--- config.mk ---
export PLATFORM = sky130hd
export DESIGN_NAME = valid_coproc
export DESIGN_NICKNAME = d
export VERILOG_FILES = /design/src/rtl/vcop_pkg.sv /design/src/rtl/vcop_regfile.sv /design/src/rtl/vcop_int_timer.sv /design/src/rtl/vcop_seq.sv /design/src/rtl/valid_coproc.sv
export SDC_FILE = /design/constraint.sdc
export NUM_CORES = 2
export LEC_CHECK = 0
export ABC_AREA = 1
export BUFFER_PORTS_ARGS = -buffer_cell sky130_fd_sc_hd__buf_2
export CORE_MARGIN = 5
export CORE_UTILIZATION = 24
export DETAILED_ROUTE_END_ITERATION = 7
export GPL_ROUTABILITY_DRIVEN = 0
export PLACE_DENSITY_LB_ADDON = 0.2
export SYNTH_ARGS = -nofsm -noshare
export SYNTH_HDL_FRONTEND = slang
export SYNTH_HIERARCHICAL = 1
export SYNTH_SLANG_ARGS = --single-unit
--- constraint.sdc ---
create_clock -name clk -period 47.1 [get_ports clk]
set_clock_uncertainty 0.2 [all_clocks]
set_input_delay 14.13 -clock clk [delete_from_list [all_inputs] [get_ports clk]]
set_output_delay 14.13 -clock clk [all_outputs]
set_load 0.02 [all_outputs]
--- src/rtl/vcop_pkg.sv ---
package vcop_pkg;
  // instruction field positions
  localparam int OPC_LSB  = 20;
  localparam int OPC_W    = 4;
  localparam int RSEL_LSB = 16;
  localparam int DSEL_LSB = 0;
  localparam int NLINE    = 2;   // index 0: fast line, index 1: normal line

  localparam logic [OPC_W-1:0] OPC_WAIT     = 4'd0;
  localparam logic [OPC_W-1:0] OPC_FAST_SET = 4'd1;
  localparam logic [OPC_W-1:0] OPC_NORM_SET = 4'd2;
  localparam logic [OPC_W-1:0] OPC_FAST_CLR = 4'd3;
  localparam logic [OPC_W-1:0] OPC_NORM_CLR = 4'd4;
  localparam logic [OPC_W-1:0] OPC_STAMP    = 4'd5;

  typedef enum logic [1:0] {
    RSP_IDLE,
    RSP_BUSY,
    RSP_DONE,
    RSP_CANT
  } rsp_e;
endpackage

--- src/rtl/vcop_regfile.sv ---
module vcop_regfile #(
  parameter int DW   = 32,
  parameter int NREG = 16,
  parameter int IW   = $clog2(NREG)
) (
  input  logic          clk,
  input  logic          rst_n,
  input  logic          wr_en,
  input  logic [IW-1:0] wr_idx,
  input  logic [DW-1:0] wr_data,
  input  logic          cap_en,
  input  logic [IW-1:0] cap_idx,
  input  logic [DW-1:0] cap_data,
  input  logic [IW-1:0] rd_idx,
  output logic [DW-1:0] rd_data,
  input  logic [IW-1:0] dly_idx,
  output logic [DW-1:0] dly_data
);
  logic [DW-1:0] regs_q [NREG];
  logic [DW-1:0] regs_d [NREG];
  logic [NREG-1:0] ld;

  // next-state: a capture takes precedence over a transfer to the same slot
  always_comb begin
    for (int i = 0; i < NREG; i++) begin
      ld[i]     = 1'b0;
      regs_d[i] = regs_q[i];
      if (cap_en && (cap_idx == IW'(i))) begin
        ld[i]     = 1'b1;
        regs_d[i] = cap_data;
      end else if (wr_en && (wr_idx == IW'(i))) begin
        ld[i]     = 1'b1;
        regs_d[i] = wr_data;
      end
    end
  end

  for (genvar g = 0; g < NREG; g++) begin : g_slot
    always_ff @(posedge clk or negedge rst_n) begin
      if (!rst_n)     regs_q[g] <= '0;
      else if (ld[g]) regs_q[g] <= regs_d[g];
    end
  end

  assign rd_data  = regs_q[rd_idx];
  assign dly_data = regs_q[dly_idx];

  assert_wr_lands_R2: assert property (@(posedge clk) disable iff (!rst_n)
    (wr_en && !(cap_en && cap_idx == wr_idx)) |=> (regs_q[$past(wr_idx)] == $past(wr_data)));

  assert_stamp_lands_R8: assert property (@(posedge clk) disable iff (!rst_n)
    cap_en |=> (regs_q[$past(cap_idx)] == $past(cap_data)));
endmodule

--- src/rtl/vcop_int_timer.sv ---
module vcop_int_timer #(
  parameter int CW = 32
) (
  input  logic          clk,
  input  logic          rst_n,
  input  logic          sched,
  input  logic [CW-1:0] sched_dly,
  input  logic          rel,
  output logic          line_n
);
  logic          pend_q, pend_d;
  logic [CW-1:0] cnt_q, cnt_d;
  logic          low_q, low_d;
  logic          fire;

  assign fire = pend_q && (cnt_q == CW'(1));

  always_comb begin
    pend_d = pend_q;
    cnt_d  = cnt_q;
    low_d  = low_q;
    if (pend_q) begin
      cnt_d = cnt_q - CW'(1);
      if (fire) pend_d = 1'b0;
    end
    if (fire)     low_d = 1'b1;
    else if (rel) low_d = 1'b0;
    if (sched) begin
      if (sched_dly == '0) begin
        low_d  = 1'b1;
        pend_d = 1'b0;       // an immediate request drops any pending one
      end else begin
        pend_d = 1'b1;       // replaces any earlier pending delay
        cnt_d  = sched_dly;
      end
    end
  end

  always_ff @(posedge clk or negedge rst_n) begin
    if (!rst_n) begin
      pend_q <= 1'b0;
      cnt_q  <= '0;
      low_q  <= 1'b0;
    end else begin
      pend_q <= pend_d;
      low_q  <= low_d;
      if (pend_q || sched) cnt_q <= cnt_d;
    end
  end

  assign line_n = ~low_q;

  assert_timer_fires_R5: assert property (@(posedge clk) disable iff (!rst_n)
    (pend_q && cnt_q == CW'(1)) |=> !line_n);

  assert_zero_delay_R5: assert property (@(posedge clk) disable iff (!rst_n)
    (sched && sched_dly == '0) |=> !line_n);

  assert_release_R7: assert property (@(posedge clk) disable iff (!rst_n)
    (rel && !sched && !(pend_q && cnt_q == CW'(1))) |=> line_n);
endmodule

--- src/rtl/vcop_seq.sv ---
module vcop_seq
  import vcop_pkg::*;
#(
  parameter int DW = 32,
  parameter int IW = 4
) (
  input  logic             clk,
  input  logic             rst_n,
  input  logic             op_start,
  input  logic [DW-1:0]    op_instr,
  input  logic [DW-1:0]    now,
  output logic [IW-1:0]    dly_idx,
  input  logic [DW-1:0]    dly_data,
  output logic             cap_en,
  output logic [IW-1:0]    cap_idx,
  output logic [DW-1:0]    cap_data,
  output logic [NLINE-1:0] sched_vec,
  output logic [NLINE-1:0] rel_vec,
  output logic [DW-1:0]    sched_dly,
  output logic             busy,
  output logic             done,
  output logic             cant
);
  logic          wait_q, wait_d;
  logic [DW-1:0] fin_q, fin_d;
  logic          fin_en;
  rsp_e          rsp_q, rsp_d;
  logic          accept;
  logic [OPC_W-1:0] opc;
  logic [DW-1:0] gap;
  logic          reached;

  assign opc       = op_instr[OPC_LSB +: OPC_W];
  assign dly_idx   = op_instr[DSEL_LSB +: IW];
  assign cap_idx   = op_instr[DSEL_LSB +: IW];
  assign cap_data  = now;
  assign sched_dly = dly_data;
  assign accept    = op_start && !wait_q;

  // wrap-safe: the wait is over once now - finish is non-negative
  assign gap     = now - fin_q;
  assign reached = ~gap[DW-1];

  always_comb begin
    wait_d    = wait_q;
    fin_d     = fin_q;
    fin_en    = 1'b0;
    rsp_d     = RSP_IDLE;
    cap_en    = 1'b0;
    sched_vec = '0;
    rel_vec   = '0;
    if (accept) begin
      rsp_d = RSP_DONE;
      case (opc)
        OPC_WAIT: begin
          if (dly_data != '0) begin
            wait_d = 1'b1;
            fin_d  = now + dly_data;
            fin_en = 1'b1;
            rsp_d  = RSP_BUSY;
          end
        end
        OPC_FAST_SET: sched_vec[0] = 1'b1;
        OPC_NORM_SET: sched_vec[1] = 1'b1;
        OPC_FAST_CLR: rel_vec[0]   = 1'b1;
        OPC_NORM_CLR: rel_vec[1]   = 1'b1;
        OPC_STAMP:    cap_en       = 1'b1;
        default:      rsp_d        = RSP_CANT;
      endcase
    end else if (wait_q) begin
      if (reached) begin
        wait_d = 1'b0;
        rsp_d  = RSP_DONE;
      end else begin
        rsp_d  = RSP_BUSY;
      end
    end
  end

  always_ff @(posedge clk or negedge rst_n) begin
    if (!rst_n) begin
      wait_q <= 1'b0;
      fin_q  <= '0;
      rsp_q  <= RSP_IDLE;
    end else begin
      wait_q <= wait_d;
      rsp_q  <= rsp_d;
      if (fin_en) fin_q <= fin_d;
    end
  end

  assign busy = (rsp_q == RSP_BUSY);
  assign done = (rsp_q == RSP_DONE);
  assign cant = (rsp_q == RSP_CANT);

  assert_one_response_R12: assert property (@(posedge clk) disable iff (!rst_n)
    $onehot0({busy, done, cant}));

  assert_busy_ends_in_done_R4: assert property (@(posedge clk) disable iff (!rst_n)
    busy |=> (busy || done));

  assert_cant_follows_start_R9: assert property (@(posedge clk) disable iff (!rst_n)
    cant |-> $past(op_start));

  assert_busy_blocks_start_R11: assert property (@(posedge clk) disable iff (!rst_n)
    (wait_q && op_start) |-> (!cap_en && sched_vec == '0 && rel_vec == '0));
endmodule

--- src/rtl/valid_coproc.sv ---
module valid_coproc
  import vcop_pkg::*;
#(
  parameter int DW   = 32,
  parameter int NREG = 16
) (
  input  logic          clk,
  input  logic          rst_n,
  input  logic          op_start,
  input  logic [DW-1:0] op_instr,
  input  logic          xfer_wr,
  input  logic [DW-1:0] xfer_instr,
  input  logic [DW-1:0] xfer_wdata,
  output logic [DW-1:0] xfer_rdata,
  output logic          fiq_n,
  output logic          irq_n,
  output logic          cp_busy,
  output logic          cp_done,
  output logic          cp_cant
);
  localparam int IW = $clog2(NREG);

  // reset: asserted at once, released after two edges
  logic rst_meta_q, rst_sync_q;
  always_ff @(posedge clk or negedge rst_n) begin
    if (!rst_n) begin
      rst_meta_q <= 1'b0;
      rst_sync_q <= 1'b0;
    end else begin
      rst_meta_q <= 1'b1;
      rst_sync_q <= rst_meta_q;
    end
  end

  // free-running, wrapping cycle counter
  logic [DW-1:0] cyc_q, cyc_d;
  assign cyc_d = cyc_q + DW'(1);
  always_ff @(posedge clk or negedge rst_sync_q) begin
    if (!rst_sync_q) cyc_q <= '0;
    else             cyc_q <= cyc_d;
  end

  logic [IW-1:0]    dly_idx, cap_idx;
  logic [DW-1:0]    dly_data, cap_data, sched_dly;
  logic             cap_en;
  logic [NLINE-1:0] sched_vec, rel_vec, line_n_vec;

  vcop_regfile #(.DW(DW), .NREG(NREG), .IW(IW)) u_regs (
    .clk      (clk),
    .rst_n    (rst_sync_q),
    .wr_en    (xfer_wr),
    .wr_idx   (xfer_instr[RSEL_LSB +: IW]),
    .wr_data  (xfer_wdata),
    .cap_en   (cap_en),
    .cap_idx  (cap_idx),
    .cap_data (cap_data),
    .rd_idx   (xfer_instr[RSEL_LSB +: IW]),
    .rd_data  (xfer_rdata),
    .dly_idx  (dly_idx),
    .dly_data (dly_data)
  );

  vcop_seq #(.DW(DW), .IW(IW)) u_seq (
    .clk       (clk),
    .rst_n     (rst_sync_q),
    .op_start  (op_start),
    .op_instr  (op_instr),
    .now       (cyc_q),
    .dly_idx   (dly_idx),
    .dly_data  (dly_data),
    .cap_en    (cap_en),
    .cap_idx   (cap_idx),
    .cap_data  (cap_data),
    .sched_vec (sched_vec),
    .rel_vec   (rel_vec),
    .sched_dly (sched_dly),
    .busy      (cp_busy),
    .done      (cp_done),
    .cant      (cp_cant)
  );

  for (genvar g = 0; g < NLINE; g++) begin : g_line
    vcop_int_timer #(.CW(DW)) u_tmr (
      .clk       (clk),
      .rst_n     (rst_sync_q),
      .sched     (sched_vec[g]),
      .sched_dly (sched_dly),
      .rel       (rel_vec[g]),
      .line_n    (line_n_vec[g])
    );
  end

  assign fiq_n = line_n_vec[0];
  assign irq_n = line_n_vec[1];
endmodule

==> flow_summary.ini <==
[run_status]
status = finished clean

[synthesis]
ys_warn_count = 6
syn_avg_cell_area_sq_um = 6.21
netlist_area_sq_mm = 0.0486
synth_seq_cells = 649
postSynthCellCount = 7825
synth_fp_nets = 7992
yosysSeqAreaShare_pct = 33.4
synth.distinct_cells = 47

[finish]
finalNetCount = 7731
final_cells = 10300
fill_cells = 22400
area_growth_syn_to_layout_pct = 10.3
drive_above_1_share_pct = 6.62

[drt]
num_vias = 52200
wl_per_cell_microns = 23.2
viasPerCell = 5.07
drt_iter0_markers = 6069
wirelength_microns = 239000
drcViolationCount = 0
ant_nets = 0
dr.pass1.iters = 6

[worst_setup_path]
r2r-start = u_seq/wait_q
crit_arrival_ps = 17700
worst_setup_path_start_kind = input port
worst-path-max-fanout = 72
cp_slowest_cell = buf_4
cp-end-kind = output pin
path_class = in -> out
crit_top_cell = nand3_1
rr_endpoint = u_regs/regs_q[297]
path_buf_inv = 5
ff2ff_path_depth = 11
worst-r2r-setup-slack_ps = 42740
worstPathCellList = buf_8 > inv_8 > buf_4 > buf_4 > nand2_1 > nand3_1 > nand3_1 > nand3_1 > nand2_1 > buf_2
cp.required_ps = 32770
max_stage_delay_ps = 870
cp_top_family = buffers and inverters

[worst_hold_path]
min_path_type = reg -> async

[sta]
slew_violations = 0
setup_viol = 0
worst_slew_pin_slew_ps = 1310
fin_crit_ps = 32030
rsz0062_at_grt = no
max_freq_ghz = 0.0312
hold_viol_final = 0
setup_tns_ps = 0
relSlewSlack_pct = 12.8
final.period_utilization_pct = 68.0

[pwr]
ir_worst_vdd_mv = 0.0255
p_leak_nw = 27.6
p_per_area_mw_per_mm2 = 38.8

[clocking]
cts_tree = done
holdBufCountCts = 0
cts.sinks = 649
clk_pin_slew_ps = 50
clockBufferDepth = 3
cts_setup_buffers = 0
root_buffer = clkbuf_16
cts_resized = 0
htree_levels = 3
cts_made_buffers = 87
clock_latency_ps = 720

[place]
dp_cells = 10100
hpwl_microns = 140000
io_buffers = 84

[die]
boundaryPins = 137
core_area_sq_mm = 0.202
rows = 165
die_area_sq_mm = 0.211
start_util_pct = 24.1
chipWidth_microns = 460
die_y_microns = 460

[grt]
grt_pass1_vias = 48000
grt_overflow_total = 0
grt_pass1_wl_microns = 342000
groute.usage.overall_pct = 21.8
antenna_found_initial = 5
grt_start_max_net_pins = 145

[job]
cap_viol_max_count = 0
==> cells in the mapped netlist, drive strengths merged <==
library cell | number | area share, %
ha | 66 | 1.7
a21oi | 58 | 0.60
nand4 | 34 | 0.44
buf | 245 | 3.1
fa | 1 | 0.041
clkinv | 24 | 0.19
and2 | 3 | 0.039
nand3 | 1400 | 15
nor2 | 342 | 3.3
o21a | 1 | 0.015
a21o | 2 | 0.031
clkbuf | 290 | 2.2
and3 | 2 | 0.026
xnor2 | 24 | 0.43
o21ai | 425 | 4.5
o21bai | 1 | 0.015
or2 | 2 | 0.026
xor2 | 17 | 0.34
nor2b | 1 | 0.013
dfrtp | 649 | 33
nor3b | 1 | 0.015
nand2 | 3058 | 24
nor3 | 16 | 0.19
nand3b | 16 | 0.25
conb | 1 | 0.0077
inv | 973 | 7.5
o211ai | 173 | 2.7
==> routing by layer <==
layer | GRT usage (%) | vias up | part of all wire (%)
li1 | - | 24100 | -
met1 | 30.1 | 25200 | 44
met2 | 33.9 | 2512 | 43
met3 | 3.86 | 420 | 8.6
met4 | 8.26 | 0 | 4.2
met5 | 0 | - | 0
==> worst reg2reg max path, stage by stage (launching register included) <==
cell	delay [ps]
dfrtp_1	420
nor2_4	220
inv_1	120
nor3_2	180
buf_4	350
nand2_1	180
nor2_2	200
nand2_4	530
nand2_2	1050
buf_4	560
nand3_1	150
o21ai_0	100
==> cell type report <==
type | instances | area, sq um | area share [%]
multi-input cells | 5644 | 26100 | 48.7
flip-flops and latches | 649 | 16200 | 30.3
inverters | 997 | 3760 | 7.03
well taps | 2672 | 3340 | 6.24
clock buffers | 131 | 2560 | 4.79
repair buffers | 185 | 1230 | 2.29
clock inverters | 23 | 343 | 0.640
diodes | 2 | 5.00 | 0.00935
==> registers in the layout, summed over array words and instances, names as in the netlist <==
signal               flops
u_seq/rsp_q              2
rst_sync_q               1
g_line.u_tmr/cnt_q      64
u_seq/fin_q             32
rst_meta_q               1
g_line.u_tmr/pend_q      2
u_regs/regs_q          512
u_seq/wait_q             1
g_line.u_tmr/low_q       2
cyc_q                   32
==> worst max-delay path by stage <==
stage,startpoint,endpoint,slack (ps),depth (start not counted)
floorplan,xfer_instr[16],xfer_rdata[16],17460,9
global placement,xfer_instr[16],xfer_rdata[17],15170,10
CTS,xfer_instr[16],xfer_rdata[17],15160,10
global route,xfer_instr[16],xfer_rdata[17],15030,10
finish,xfer_instr[16],xfer_rdata[18],15070,10
detailed placement,xfer_instr[16],xfer_rdata[17],15170,10
==> cell usage in the layout, fill, tap and decap left out, drive strengths merged <==
master / instances
xor2: 17
nor2b: 1
o21ai: 425
and2: 3
or2: 2
inv: 971
nand3: 1400
a21oi: 58
ha: 66
nand3b: 16
fa: 1
o211ai: 173
a21o: 2
nand2: 3058
nand4: 34
and3: 2
clkbuf: 131
dfrtp: 649
diode: 2
buf: 185
nor3: 16
xnor2: 24
o21a: 1
bufinv: 6
o21bai: 1
clkinvlp: 2
nor3b: 1
conb: 1
clkinv: 41
nor2: 342
==> stage by stage <==
step	instance area (sq um)	worst slack [ps]	hold WS, ps	power [mW]	utilization, %
after floorplan	48600	17460	131	1.21	-
after global placement	50600	15170	91.2	1.37	25.1
after detailed placement	50600	15170	91.6	1.38	25.1
after CTS	53500	15160	98.0	2.09	26.5
after global routing	53600	15030	122	2.21	26.6
final	53600	15070	70.2	2.08	26.6
==> where the power goes <==
part	total, mW	switching [mW]	internal [mW]	leakage (nW)
Sequential	0.764	0.0725	0.692	8.04
Clock	0.700	0.292	0.408	1.42
Combinational	0.616	0.426	0.190	18.1
Total	2.08	0.790	1.29	27.6
==> kinds of logic after synthesis <==
family,share of synthesized area [%]
simple gates,43.0
buf+inv,13.1
compound gates,7.94
flops,33.4
fa+ha+maj,1.74
xor+xnor,0.770
other cells,0.00772
Power figures use the tool's default switching activity.
